## src/rtl/costas_lock_pkg.sv

```systemverilog
// Package: shared widths for the Costas lock detector.
// Assumes the control word is exactly CNT_W + THR_W bits wide.
package costas_lock_pkg;
    localparam int ARM_W     = 12;
    localparam int ACC_W     = 32;
    localparam int PRE_SHIFT = 3;
    localparam int CNT_W     = 10;
    localparam int CTRL_W    = 32;
    localparam int THR_W     = CTRL_W - CNT_W;

    typedef struct packed {
        logic [THR_W-1:0] threshold;
        logic [CNT_W-1:0] window;
    } lock_ctrl_t;
endpackage

```

## src/rtl/cld_square_scale.sv

```systemverilog
// Squares a signed arm value and divides it by 2**PRE_SHIFT (floor).
// Assumes ACC_W is wide enough to hold (2**(ARM_W-1))**2 exactly.
module cld_square_scale #(
    parameter int ARM_W     = 12,
    parameter int ACC_W     = 32,
    parameter int PRE_SHIFT = 3
) (
    input  logic signed [ARM_W-1:0] sample,
    output logic signed [ACC_W-1:0] term
);
    localparam int EXT_W = ACC_W - ARM_W;

    logic signed [ACC_W-1:0] ext;
    logic signed [ACC_W-1:0] sq;

    // Sign-extend, square, and pre-scale the non-negative square.
    always_comb begin
        ext  = {{EXT_W{sample[ARM_W-1]}}, sample};
        sq   = ext * ext;
        term = sq >>> PRE_SHIFT;
    end
endmodule

```

## src/rtl/cld_window_ctr.sv

```systemverilog
// Counts valid samples and flags the sample that closes a window.
// Assumes a window length of 0 means 1. If the length shrinks mid-window,
// the next valid sample closes the window.
module cld_window_ctr #(
    parameter int CNT_W = 10
) (
    input  logic             clk,
    input  logic             rst_n,
    input  logic             valid,
    input  logic [CNT_W-1:0] win_len,
    output logic             win_end
);
    logic [CNT_W-1:0] cnt_q;
    logic [CNT_W:0]   taken;
    logic [CNT_W:0]   len_eff;

    // Decide whether the current valid sample completes the window.
    always_comb begin
        taken   = {1'b0, cnt_q} + 1'b1;
        len_eff = (win_len == '0) ? {{CNT_W{1'b0}}, 1'b1} : {1'b0, win_len};
        win_end = valid && (taken >= len_eff);
    end

    // Advance the sample count, restarting at each window end.
    always_ff @(posedge clk) begin
        if (!rst_n) begin
            cnt_q <= '0;
        end else if (valid) begin
            cnt_q <= win_end ? '0 : taken[CNT_W-1:0];
        end
    end
endmodule

```

## src/rtl/cld_arm_acc.sv

```systemverilog
// Accumulates scaled squares of one arm and clears at window end.
// Exposes the sum including the current term for the window decision.
module cld_arm_acc #(
    parameter int ACC_W = 32
) (
    input  logic                    clk,
    input  logic                    rst_n,
    input  logic                    valid,
    input  logic                    clear,
    input  logic signed [ACC_W-1:0] term,
    output logic signed [ACC_W-1:0] sum_now,
    output logic signed [ACC_W-1:0] acc
);
    // Running sum including the sample presented this cycle.
    always_comb sum_now = acc + term;

    // Register the sum, or clear it when the window closes.
    always_ff @(posedge clk) begin
        if (!rst_n) begin
            acc <= '0;
        end else if (valid) begin
            acc <= clear ? '0 : sum_now;
        end
    end
endmodule

```

## src/rtl/cld_lock_decide.sv

```systemverilog
// Forms the I-minus-Q difference at window end and compares it, as a signed
// value, with the zero-extended unsigned threshold. Holds both between windows.
module cld_lock_decide #(
    parameter int ACC_W = 32,
    parameter int THR_W = 22
) (
    input  logic                    clk,
    input  logic                    rst_n,
    input  logic                    win_end,
    input  logic signed [ACC_W-1:0] sum_i,
    input  logic signed [ACC_W-1:0] sum_q,
    input  logic [THR_W-1:0]        threshold,
    output logic signed [ACC_W-1:0] delta,
    output logic                    lock
);
    localparam int PAD_W = ACC_W - THR_W;

    logic signed [ACC_W-1:0] diff;
    logic signed [ACC_W-1:0] thr_ext;

    // Full-width difference and threshold extension.
    always_comb begin
        diff    = sum_i - sum_q;
        thr_ext = {{PAD_W{1'b0}}, threshold};
    end

    // Capture the difference and the lock decision at each window end.
    always_ff @(posedge clk) begin
        if (!rst_n) begin
            delta <= '0;
            lock  <= 1'b0;
        end else if (win_end) begin
            delta <= diff;
            lock  <= (diff > thr_ext);
        end
    end
endmodule

```

## src/rtl/costas_lock_acc.sv

```systemverilog
// Top level: Costas lock detector. Sums the pre-scaled squares of both arms
// over a window of valid samples and sets the lock flag when the I sum exceeds
// the Q sum by more than a threshold. Both values come from one control word.
module costas_lock_acc
    import costas_lock_pkg::*;
(
    input  logic                    clk,
    input  logic                    rst_n,
    input  logic                    arm_valid,
    input  logic signed [ARM_W-1:0] arm_i,
    input  logic signed [ARM_W-1:0] arm_q,
    input  logic [CTRL_W-1:0]       lock_ctrl,
    output logic                    lock_flag,
    output logic [ACC_W-1:0]        acc_i_dbg,
    output logic [ACC_W-1:0]        acc_q_dbg,
    output logic [ACC_W-1:0]        delta_dbg
);
    lock_ctrl_t ctrl;
    logic       win_end;

    logic signed [ARM_W-1:0] arm_sample [2];
    logic signed [ACC_W-1:0] term       [2];
    logic signed [ACC_W-1:0] sum_now    [2];
    logic signed [ACC_W-1:0] acc        [2];
    logic signed [ACC_W-1:0] delta;

    // Unpack the control word and route the arm inputs.
    always_comb begin
        ctrl          = lock_ctrl_t'(lock_ctrl);
        arm_sample[0] = arm_i;
        arm_sample[1] = arm_q;
    end

    cld_window_ctr #(.CNT_W(CNT_W)) u_ctr (
        .clk     (clk),
        .rst_n   (rst_n),
        .valid   (arm_valid),
        .win_len (ctrl.window),
        .win_end (win_end)
    );

    for (genvar a = 0; a < 2; a++) begin : g_arm
        cld_square_scale #(
            .ARM_W(ARM_W), .ACC_W(ACC_W), .PRE_SHIFT(PRE_SHIFT)
        ) u_sq (
            .sample (arm_sample[a]),
            .term   (term[a])
        );

        cld_arm_acc #(.ACC_W(ACC_W)) u_acc (
            .clk     (clk),
            .rst_n   (rst_n),
            .valid   (arm_valid),
            .clear   (win_end),
            .term    (term[a]),
            .sum_now (sum_now[a]),
            .acc     (acc[a])
        );
    end

    cld_lock_decide #(.ACC_W(ACC_W), .THR_W(THR_W)) u_dec (
        .clk       (clk),
        .rst_n     (rst_n),
        .win_end   (win_end),
        .sum_i     (sum_now[0]),
        .sum_q     (sum_now[1]),
        .threshold (ctrl.threshold),
        .delta     (delta),
        .lock      (lock_flag)
    );

    // Drive the debug outputs.
    always_comb begin
        acc_i_dbg = acc[0];
        acc_q_dbg = acc[1];
        delta_dbg = delta;
    end
endmodule

```

## config.mk

```make
export PLATFORM = sky130hd
export DESIGN_NAME = costas_lock_acc
export DESIGN_NICKNAME = d
export VERILOG_FILES = /design/src/rtl/costas_lock_pkg.sv /design/src/rtl/cld_square_scale.sv /design/src/rtl/cld_window_ctr.sv /design/src/rtl/cld_arm_acc.sv /design/src/rtl/cld_lock_decide.sv /design/src/rtl/costas_lock_acc.sv
export SDC_FILE = /design/constraint.sdc
export NUM_CORES = 1
export LEC_CHECK = 0
export BUFFER_PORTS_ARGS = -buffer_cell sky130_fd_sc_hd__clkbuf_2
export CAP_MARGIN = 10
export CELL_PAD_IN_SITES_DETAIL_PLACEMENT = 0
export CELL_PAD_IN_SITES_GLOBAL_PLACEMENT = 1
export CORE_MARGIN = 5
export CORE_UTILIZATION = 40
export CTS_BUF_LIST = sky130_fd_sc_hd__clkbuf_2 sky130_fd_sc_hd__clkbuf_4 sky130_fd_sc_hd__clkbuf_8
export CTS_CLUSTER_DIAMETER = 200
export DETAILED_ROUTE_END_ITERATION = 6
export MAX_ROUTING_LAYER = met4
export PLACE_DENSITY = 0.79
export SYNTH_ARGS = -nofsm -noshare
export SYNTH_HDL_FRONTEND = slang
export SYNTH_SLANG_ARGS = --single-unit
```

## constraint.sdc

```tcl
create_clock -name clk -period 11.25 [get_ports clk]
set_input_delay 0 -clock clk [delete_from_list [all_inputs] [get_ports clk]]
set_output_delay 0 -clock clk [all_outputs]
set_load 0.03 [all_outputs]
```

# Word-level counts from Yosys, hierarchy flattened
# Cells that the tools add are included.
dict set report totals {
  ff_bits 107
  out_inout_bits 97
  inputBits 59
  wordCells 19
}
dict set report classes {
  order_cmp 2
  mux 4
  mul 2
  n_reduce_logical 2
  n_addsub 4
}
# op count
set ops {}
lappend ops {{$add A32 B21 Y32} 2}
lappend ops {{$mux W32} 2}
lappend ops {{$mul A12 B12 Y24} 2}
lappend ops {{$gt A32 B23 Y1} 1}
lappend ops {{$sub A32 B32 Y32} 1}
lappend ops {{$mux W10} 2}
lappend ops {{$add A10 B1 Y11 const B} 1}
lappend ops {{$ge A11 B11 Y1} 1}
lappend ops {{$logic_not A10 Y1} 1}
lappend ops {{$logic_and A1 B1 Y1} 1}

# Longest topological paths before layout
# Gate-level depths: netlist (run 1).
dict set report depth {
  depth_word 5
  depth_mapped 49
  depth_no_buf 48
}

# By module
# A second synthesis (run 1) with hierarchy kept.
dict set report unflattened {
  hier_cells 2473
  area_unflattened_um2 20820.0
}
# module n_inst seq_area_each_um2 area_each_um2 cells_per_inst
set modules_own_cells {}
lappend modules_own_cells {cld_arm_acc 2 640.6 3032.9 388}
lappend modules_own_cells {{cld_square_scale at g_arm[0].u_sq} 1 0.0 5104.9 569}
lappend modules_own_cells {{cld_square_scale at g_arm[1].u_sq} 1 0.0 5104.9 570}
lappend modules_own_cells {cld_lock_decide 1 660.6 3677.3 457}
lappend modules_own_cells {cld_window_ctr 1 200.2 867.1 101}

# Worst setup path before layout (run 1)
# OpenSTA, ideal clock, no wires.
dict set report synth_timing {
  path_type {input to register}
  startpoint {input port arm_i[4]}
  endpoint {register u_dec.lock}
  slack_ns 2.047
  path_buffers 1
  arrival_ns 9.067
  path_stages 49
  path_cell_list {clkbuf_1 inv_1 nor2_1 inv_1 fa_1 inv_1 fa_1 inv_1 fa_1 inv_1 fa_1 inv_1 fa_1 inv_1 ha_1 nor4_1 o21ai_0 and2_1 [13 not listed] a21oi_1 nand2_1 a21o_1 a21oi_1 o31ai_1 o22ai_1 a21boi_0 inv_1 a21oi_1 xnor2_1 ha_1 nand4_1 nor3_1 a21oi_1 a221o_1 nor4b_1 and4_1 a221oi_2}
}
dict set report synth_via {
  elab_chain_cells 4
}
# item line
set synth_lines {}
lappend synth_lines {{start, declared} costas_lock_acc.sv:10} ;# input logic signed [ARM_W-1:0] arm_i,
lappend synth_lines {{$mul A12 B12 Y24} cld_square_scale.sv:19} ;# sq = ext * ext;
lappend synth_lines {{$add A32 B21 Y32} cld_arm_acc.sv:15} ;# always_comb sum_now = acc + term;
lappend synth_lines {{$sub A32 B32 Y32} cld_lock_decide.sv:23} ;# diff = sum_i - sum_q;
lappend synth_lines {{named net u_dec.diff[21]} cld_lock_decide.sv:18} ;# logic signed [ACC_W-1:0] diff;
lappend synth_lines {{$gt A32 B23 Y1} cld_lock_decide.sv:34} ;# lock <= (diff > thr_ext);
lappend synth_lines {{end signal, assigned} cld_lock_decide.sv:34}
lappend synth_lines {{end, declared} cld_lock_decide.sv:14} ;# output logic lock
# The timed path passes the listed nets, and every way through them passes these cells.
# A chain may end at the register's enable or synchronous reset.

# Worst setup path after layout (run 1)
# Same ends and word-level chain as after synthesis.

==> results of run 1 <==
-- stage by stage --
| stage | area, um^2 | setup slack (ns) |
|---|---|---|
| 3_3_place_gp | 20800 | 1.25 |
| 4_1_cts | 21000 | 1.28 |
| 2_1_floorplan | 19500 | 2.05 |
| 6_report | 21000 | 1.20 |
| 3_5_place_dp | 20800 | 0.861 |
| 5_1_grt | 21000 | 0.439 |
-- cells by family after synthesis --
| logic type | after synthesis | share of synthesized area (%) |
|---|---|---|
| buf+inv | 522 | 10.1 |
| xor+xnor | 134 | 6.03 |
| fa+ha+maj | 477 | 40.3 |
| mux | 5 | 0.263 |
| simple gates | 668 | 16.1 |
| flops | 107 | 11.0 |
| compound gates | 475 | 16.2 |
-- synth_stat cells, drive strengths merged, types with 14 or more instances --
cell,count
o21a,21
xnor2,87
and2,64
nand2b,23
o21ai,62
nand2,232
inv,447
xor2,47
nor3,38
or3,21
a211oi,29
a21oi,181
fa,251
nor2b,19
nand3,69
clkbuf,65
and3,14
dfxtp,107
a21o,49
ha,226
nor2,149
-- worst min-delay path, delay by kind of cell --
kind                   cells  cell delay (ns)
AOI/OAI and AO/OA          1             0.06
buffers and inverters      2             0.39
and+or+nand+nor            1             0.15
-- layer usage --
layer | wire length (um) | vias to the layer above | share of wire (%) | GRT usage (%)
met5 | 0 | - | 0 | -
met4 | 1460 | 0 | 2.8 | 5.57
met3 | 2190 | 65 | 4.2 | 2.15
met2 | 25200 | 315 | 48 | 33.8
met1 | 23100 | 8040 | 45 | 26.1
li1 | - | 8031 | - | -
-- worst paths after layout --
kind                         start               endpoint  cells past startpoint
max                       arm_i[4]             u_dec.lock                     48
min                      arm_valid  g_arm[1].u_acc.acc[0]                      4
max reg2reg  g_arm[0].u_acc.acc[0]             u_dec.lock                     30
min reg2reg        u_dec.delta[29]        u_dec.delta[29]                      2
-- layout make-up --
cell class | count | share of cell area [%]
multi-input cells | 1759 | 73.0
repair buffers | 165 | 4.06
inverters | 450 | 8.03
well taps | 615 | 3.66
clock buffers | 9 | 0.589
clock inverters | 7 | 0.446
flip-flops and latches | 107 | 10.2
-- placed cells by master, fill, tap and decap left out, drive strengths merged, types with 6 or more instances in the layout --
master   count
o31a         9
clkinv       6
and3        14
fa         251
a2111oi      7
and2        64
o21ai       62
o211ai      12
nand4        9
a211oi      29
xnor2       87
a21o        49
dfxtp      107
o31ai        9
nand2b      23
inv        451
nand2      232
o21a        21
xor2        47
or3         21
nor3        38
nand3       69
o21bai      12
a21oi      181
ha         226
a31oi       12
nor2b       19
clkbuf     164
or2         10
nor2       149
nand3b       6
buf          9
-- sequential cells by signal, summed over array words and instances, names as in the netlist --
| register | count |
|---|---|
| u_dec.delta | 32 |
| u_dec.lock | 1 |
| u_ctr.cnt_q | 10 |
| g_arm.u_acc.acc | 64 |
-- timing repair --
item | CTS | global route
endpoints found under the hold margin | 4 | 0
resized for setup | 0 | 0
buffers inserted | 0 | 0
hold buffers | 1 | 0
==> summary.md, run 1 <==
| Metric | Value |
|---|---|
| Status | `completed` |
| Remaining antenna violation count | `0` |
| Drt drc | `0` |
| Final Skew | `0.0253 ns` |
| Ys Warns | `0` |
| Final Max Tran Viols | `0` |
| Fin cells | `3112` |
| Worst hold margin | `0.229 ns` |
| Crit path max fanout | `11` |
| CTS tree | `built` |
| Starting Density | `40.6%` |
| Syn-to-layout area delta | `8.05%` |
| Vias in the first global route | `16900` |
| Register area share after synthesis | `11.0%` |
| CTS root buf | `clkbuf_8` |
| Dpl hpwl | `43.4 mm` |
| Startpoint Class | `primary input` |
| Setup Viol. Count Final | `0` |
| Slack of the worst reg-to-reg path | `4.71 ns` |
| Die X | `231 um` |
| Max Cap Violations | `0` |
| First-pass GRT wire length | `86.5 mm` |
| Unrepaired setup endpoints after global routing | `no` |
| Critical path type | `primary input to flip-flop` |
| Area of the multi-input gates | `15400 um^2` |
| Gr ovfl total | `0` |
| Async SR Flop Fraction | `0%` |
| Worst path top cell family by delay | `adder cells` |
| Hold Path Class | `primary input to flip-flop` |
| Ranking of synthesized cells by area | `fa_1 (26%), ha_1 (15%), dfxtp_1 (11%)` |
| Dpl cells | `3095` |
| I/O Buffers | `155` |
| Avg Cell Area, Syn | `8.16 um^2` |
| Worst Path Arrival | `10.30 ns` |
| First-pass DRT Iterations | `5` |
| Max_slew headroom | `18.9%` |
| Finished Core Util | `43.9%` |
| Fill cells | `4787` |
| Clock transition at path regs | `0.13 ns` |
| Row cnt | `80` |
| Max Fclk | `99.5 MHz` |
| RD Place Congestion | `0.902` |
| Final period util | `89.3%` |
| Most Frequent Cell on Critical Path | `inv_1` |
| DRT iter0 DRCs | `871` |
| CTS Buf Count | `9` |
| Syn Inst Count | `2388` |
| Endpoint kind of the worst setup timing path | `flip-flop` |
| Fin nets | `3028` |
| Post-synth cell types | `86` |
| Tmin final | `10.05 ns` |
| Top FF cell, synth | `dfxtp_1` |
| Vias | `16500` |
| H-tree depth | `3` |
| Worst-Margin Slew | `1.22 ns` |
| Layout cell share with drive strength beyond 1 | `8.65%` |
| Post-synth EDFFs | `0` |
| WP buf/inv | `10` |
| Critical Path RT | `11.51 ns` |
| TNS Setup | `0 ns` |
| # IOs | `156` |
| GRT Util Overall | `20.2%` |
| Clk buf depth | `2` |
| Routed wire length | `52.0 mm` |
| Number of synthesized register bits | `107` |
| Vias per cell | `5.29` |
| Final hold violations | `0` |
| DR WL/cell | `16.7 um` |
| Largest net degree at the start of global routing | `104` |
| Die height | `231 um` |
| Initial antenna violation count | `0` |
| CP max-delay cell | `fa_1` |
| Yosys top cell area share | `25.8%` |
| N_diodes | `0` |
| Clk sinks | `107` |
| Core Area | `47900 um^2` |
| Cell taking the most area after synthesis | `fa_1` |
| Worst-skew pair later-pin latency | `0.43 ns` |
| Full die area | `53200 um^2` |
| FF+latch area | `2140 um^2` |
| Slowest stage delay, CP | `0.53 ns` |
| Synthesized Nets | `2924` |
| Syn Std Cell Area | `19500 um^2` |
Power of run 1 is not shown: default switching activity piles up to over one toggle a cycle in this logic, so the estimate is an artifact.
==> run 2, diff against run 1 <==
- clock period: 11.25 -> 11.3 ns (I/O delays scaled with it)
==> summary.md, run 2 (same netlist as run 1, synthesis figures left out) <==
| Metric | Value |
|---|---|
| Worst-Margin Slew | `1.24 ns` |
| Gr ovfl total | `0` |
| Biggest register | `g_arm.u_acc.acc` |
| Final Max Tran Viols | `0` |
| Vias in the first global route | `16700` |
| Routed wire length | `52.1 mm` |
| Core Area | `47900 um^2` |
| Initial antenna violation count | `0` |
| Starting Density | `40.6%` |
| N_diodes | `0` |
| Setup Viol. Count Final | `0` |
| I/O Buffers | `155` |
| Clk sinks | `107` |
| Max reg flops | `64` |
| Startpoint Class | `primary input` |
| # IOs | `156` |
| Max Fclk | `99.6 MHz` |
| Endpoint kind of the worst setup timing path | `flip-flop` |
| Tmin final | `10.04 ns` |
| First-pass DRT Iterations | `5` |
| Fin nets | `3028` |
| Max Cap Violations | `0` |
| Clock transition at path regs | `0.14 ns` |
| Critical Path RT | `11.55 ns` |
| CTS tree | `built` |
| Max_slew headroom | `17.6%` |
| Final hold violations | `0` |
| Slack of the worst reg-to-reg path | `4.76 ns` |
| Full die area | `53200 um^2` |
| Final Skew | `0.0251 ns` |
| Worst Path Arrival | `10.29 ns` |
| Final period util | `88.8%` |
| CTS root buf | `clkbuf_8` |
| Drt drc | `0` |
| Die X | `231 um` |
| Status | `completed` |
| CP max-delay cell | `fa_1` |
| Vias per cell | `5.27` |
| Worst-skew pair later-pin latency | `0.42 ns` |
| Hold Path Class | `primary input to flip-flop` |
| Clk buf depth | `2` |
| Die height | `231 um` |
| DRT iter0 DRCs | `901` |
| TNS Setup | `0 ns` |
| Slowest stage delay, CP | `0.53 ns` |
| Commonest non-fill, non-tap cell in the layout | `inv_1` |
| Biggest regs | `g_arm.u_acc.acc (64), u_dec.delta (32), u_ctr.cnt_q (10)` |
| GRT Util Overall | `20.1%` |
| H-tree depth | `3` |
| Row cnt | `80` |
| Layout cell share with drive strength beyond 1 | `8.65%` |
| RD Place Congestion | `0.899` |
| Unrepaired setup endpoints after global routing | `no` |
| Most frequent cells in the layout | `inv_1 (446), fa_1 (251), nand2_1 (231)` |
| Remaining antenna violation count | `0` |
| Largest net degree at the start of global routing | `104` |
| First-pass GRT wire length | `86.2 mm` |
| Vias | `16400` |
| Syn-to-layout area delta | `8.05%` |
| Most Frequent Cell on Critical Path | `inv_1` |
| Crit path max fanout | `11` |
| Dpl hpwl | `43.3 mm` |
| Critical path type | `primary input to flip-flop` |
| CTS Buf Count | `9` |
| DR WL/cell | `16.7 um` |
[run 2: per-stage QoR]
step / cell area [um^2] / setup slack, ns / std cells / utilization [%] / hold slack (ns)
finish: 21000 / 1.26 / 3112 / 43.9 / 0.257
global placement: 20800 / 1.30 / 3095 / 43.4 / 0.340
global route: 21000 / 0.607 / 3112 / 43.9 / 0.247
detailed placement: 20800 / 0.961 / 3095 / 43.4 / 0.348
CTS: 21000 / 1.37 / 3112 / 43.9 / 0.227
floorplan: 19500 / 2.10 / 2388 / - / 0.118
[run 2: final timing paths]
kind | startpoint | endpoint | depth (start not counted)
setup / recovery | arm_i[4] | u_dec.lock | 48
hold / removal | arm_valid | g_arm[1].u_acc.acc[0] | 4
setup reg to reg | g_arm[0].u_acc.acc[0] | u_dec.lock | 30
hold reg to reg | u_dec.delta[29] | u_dec.delta[29] | 2
[run 2: cell type report]
type / instances / area, um^2
Sequential cell: 107 / 2140
Timing Repair Buffer: 165 / 853
Clock buffer: 9 / 124
Fill cell: 4782 / 26900
Multi-Input combinational cell: 1759 / 15400
Clock inverter: 7 / 93.8
Tap cell: 615 / 769
Inverter: 450 / 1690
[run 2: timing repair]
action / CTS / global route
hold buffers: 1 / 0
buffers inserted: 0 / 0
gates resized for setup: 0 / 0
endpoints found under the hold margin: 4 / 0
[run 2: metal layers]
layer	global-route usage (%)	wire [um]	vias to the layer above
li1	-	-	8036
met1	26.2	23200	7965
met2	33.6	25500	342
met3	2.42	2190	57
met4	4.75	1250	0
met5	-	0	-
[run 2: critical path, delay by kind of cell]
family                   cells  cell delay, ns
adder cells (fa/ha/maj)      9            3.73
AO/OA/AOI/OAI               17            3.55
XOR/XNOR                     1            0.14
buffers and inverters       10            0.88
AND/OR/NAND/NOR             11            1.99
Power of run 2 is left out for the same reason.
==> run 3, diff against run 2 <==
- CTS_BUF_LIST: sky130_fd_sc_hd__clkbuf_2 sky130_fd_sc_hd__clkbuf_4 sky130_fd_sc_hd__clkbuf_8 -> sky130_fd_sc_hd__clkbuf_16
- SLEW_MARGIN: default -> 0
==> summary.md, run 3 (same netlist as run 1, synthesis figures left out) <==
| Metric | Value |
|---|---|
| Drt drc | `0` |
| Starting Density | `40.6%` |
| Critical path type | `primary input to flip-flop` |
| Worst-Margin Slew | `1.22 ns` |
| Tmin final | `10.18 ns` |
| Fill cells | `4772` |
| Startpoint Class | `primary input` |
| GRT Util Overall | `20.1%` |
| Post-CTS Setup Inserts | `0` |
| Layout cell share with drive strength beyond 1 | `8.65%` |
| First-pass DRT Iterations | `5` |
| Unrepaired setup endpoints after global routing | `no` |
| Vias | `16400` |
| Clk sinks | `107` |
| Routed wire length | `52.1 mm` |
| Remaining antenna violation count | `0` |
| Setup Viol. Count Final | `0` |
| Gr ovfl total | `0` |
| CTS Buf Count | `9` |
| Initial antenna violation count | `0` |
| N_diodes | `0` |
| Syn-to-layout area delta | `8.57%` |
| Vias per cell | `5.26` |
| Full die area | `53200 um^2` |
| Clk buf depth | `2` |
| Core Area | `47900 um^2` |
| H-tree depth | `3` |
| Die X | `231 um` |
| CTS tree | `built` |
| R2R depth | `30` |
| Final period util | `90.1%` |
| Largest net degree at the start of global routing | `104` |
| Final Max Tran Viols | `0` |
| Max Fclk | `98.3 MHz` |
| Biggest register | `g_arm.u_acc.acc` |
| DR WL/cell | `16.8 um` |
| Dpl hpwl | `43.3 mm` |
| # IOs | `156` |
| Endpoint kind of the worst setup timing path | `flip-flop` |
| TNS Setup | `0 ns` |
| Biggest regs | `g_arm.u_acc.acc (64), u_dec.delta (32), u_ctr.cnt_q (10)` |
| I/O Buffers | `155` |
| DRT iter0 DRCs | `879` |
| Row cnt | `80` |
| Hold Path Class | `primary input to flip-flop` |
| Max_slew headroom | `18.6%` |
| Vias in the first global route | `16700` |
| CP max-delay cell | `fa_1` |
| Commonest non-fill, non-tap cell in the layout | `inv_1` |
| RD Place Congestion | `0.899` |
| First-pass GRT wire length | `86.3 mm` |
| Hold path depth | `4` |
| Final hold violations | `0` |
| Most frequent cells in the layout | `inv_1 (446), fa_1 (251), nand2_1 (231)` |
| Status | `completed` |
| Max reg flops | `64` |
| Critical Path RT | `11.50 ns` |
| Worst Path Arrival | `10.38 ns` |
| Clock transition at path regs | `0.10 ns` |
| Worst-skew pair later-pin latency | `0.38 ns` |
| Final Skew | `0.0194 ns` |
| CTS root buf | `clkbuf_16` |
| Max Cap Violations | `0` |
| Die height | `231 um` |
| Crit path max fanout | `11` |
| Post-CTS sizing | `0` |
| Most Frequent Cell on Critical Path | `inv_1` |
| Fin nets | `3028` |
| Slowest stage delay, CP | `0.53 ns` |
==> run 3: cell counts in the layout (fill, tap and decap cells not counted) <==
No cell type changed its count.
==> run 3: final timing paths <==
kind | from | endpoint | slack [ns]
worst max register to register | g_arm[0].u_acc.acc[0] | u_dec.lock | 4.69
worst min register to register | u_dec.delta[29] | u_dec.delta[29] | 0.46
worst min-delay path | arm_valid | u_ctr.cnt_q[1] | 0.31
worst max-delay path | arm_i[4] | u_dec.lock | 1.12
==> run 3: cell type report <==
class	count	area (um^2)	share of cell area (%)
repair buffers	165	853	4.04
inverters	450	1690	7.99
multi-input cells	1759	15400	72.7
flip-flops and latches	107	2140	10.1
well taps	615	769	3.64
clock buffers	9	225	1.07
clock inverters	7	93.8	0.444
==> run 3: what timing repair did <==
item,CTS,global route
hold endpoints to repair,4,0
hold buffers,1,0
endpoints found under the setup margin,0,0
==> run 3: layer usage <==
metal / vias up / GRT usage (%) / share of wire (%)
li1: 8035 / - / -
met1: 7939 / 26.2 / 45
met2: 340 / 33.8 / 49
met3: 58 / 2.05 / 3.8
met4: 0 / 5.31 / 2.6
met5: - / - / 0
==> run 3: stage by stage <==
step	utilization [%]	hold WS (ns)	setup slack, ns	cell area (um^2)	instances
2_1_floorplan	-	0.118	2.10	19500	2388
3_3_place_gp	43.4	0.340	1.30	20800	3095
3_5_place_dp	43.4	0.348	0.961	20800	3095
4_1_cts	44.1	0.287	1.26	21100	3112
5_1_grt	44.1	0.312	0.520	21100	3112
6_report	44.1	0.305	1.12	21100	3112
==> run 3: critical path: cells and delay by family <==
family / cells / cell delay, ns
buf+inv: 10 / 0.90
compound gates: 17 / 3.62
fa+ha+maj: 9 / 3.74
simple gates: 11 / 2.00
xor+xnor: 1 / 0.14
Power of run 3 is left out for the same reason.
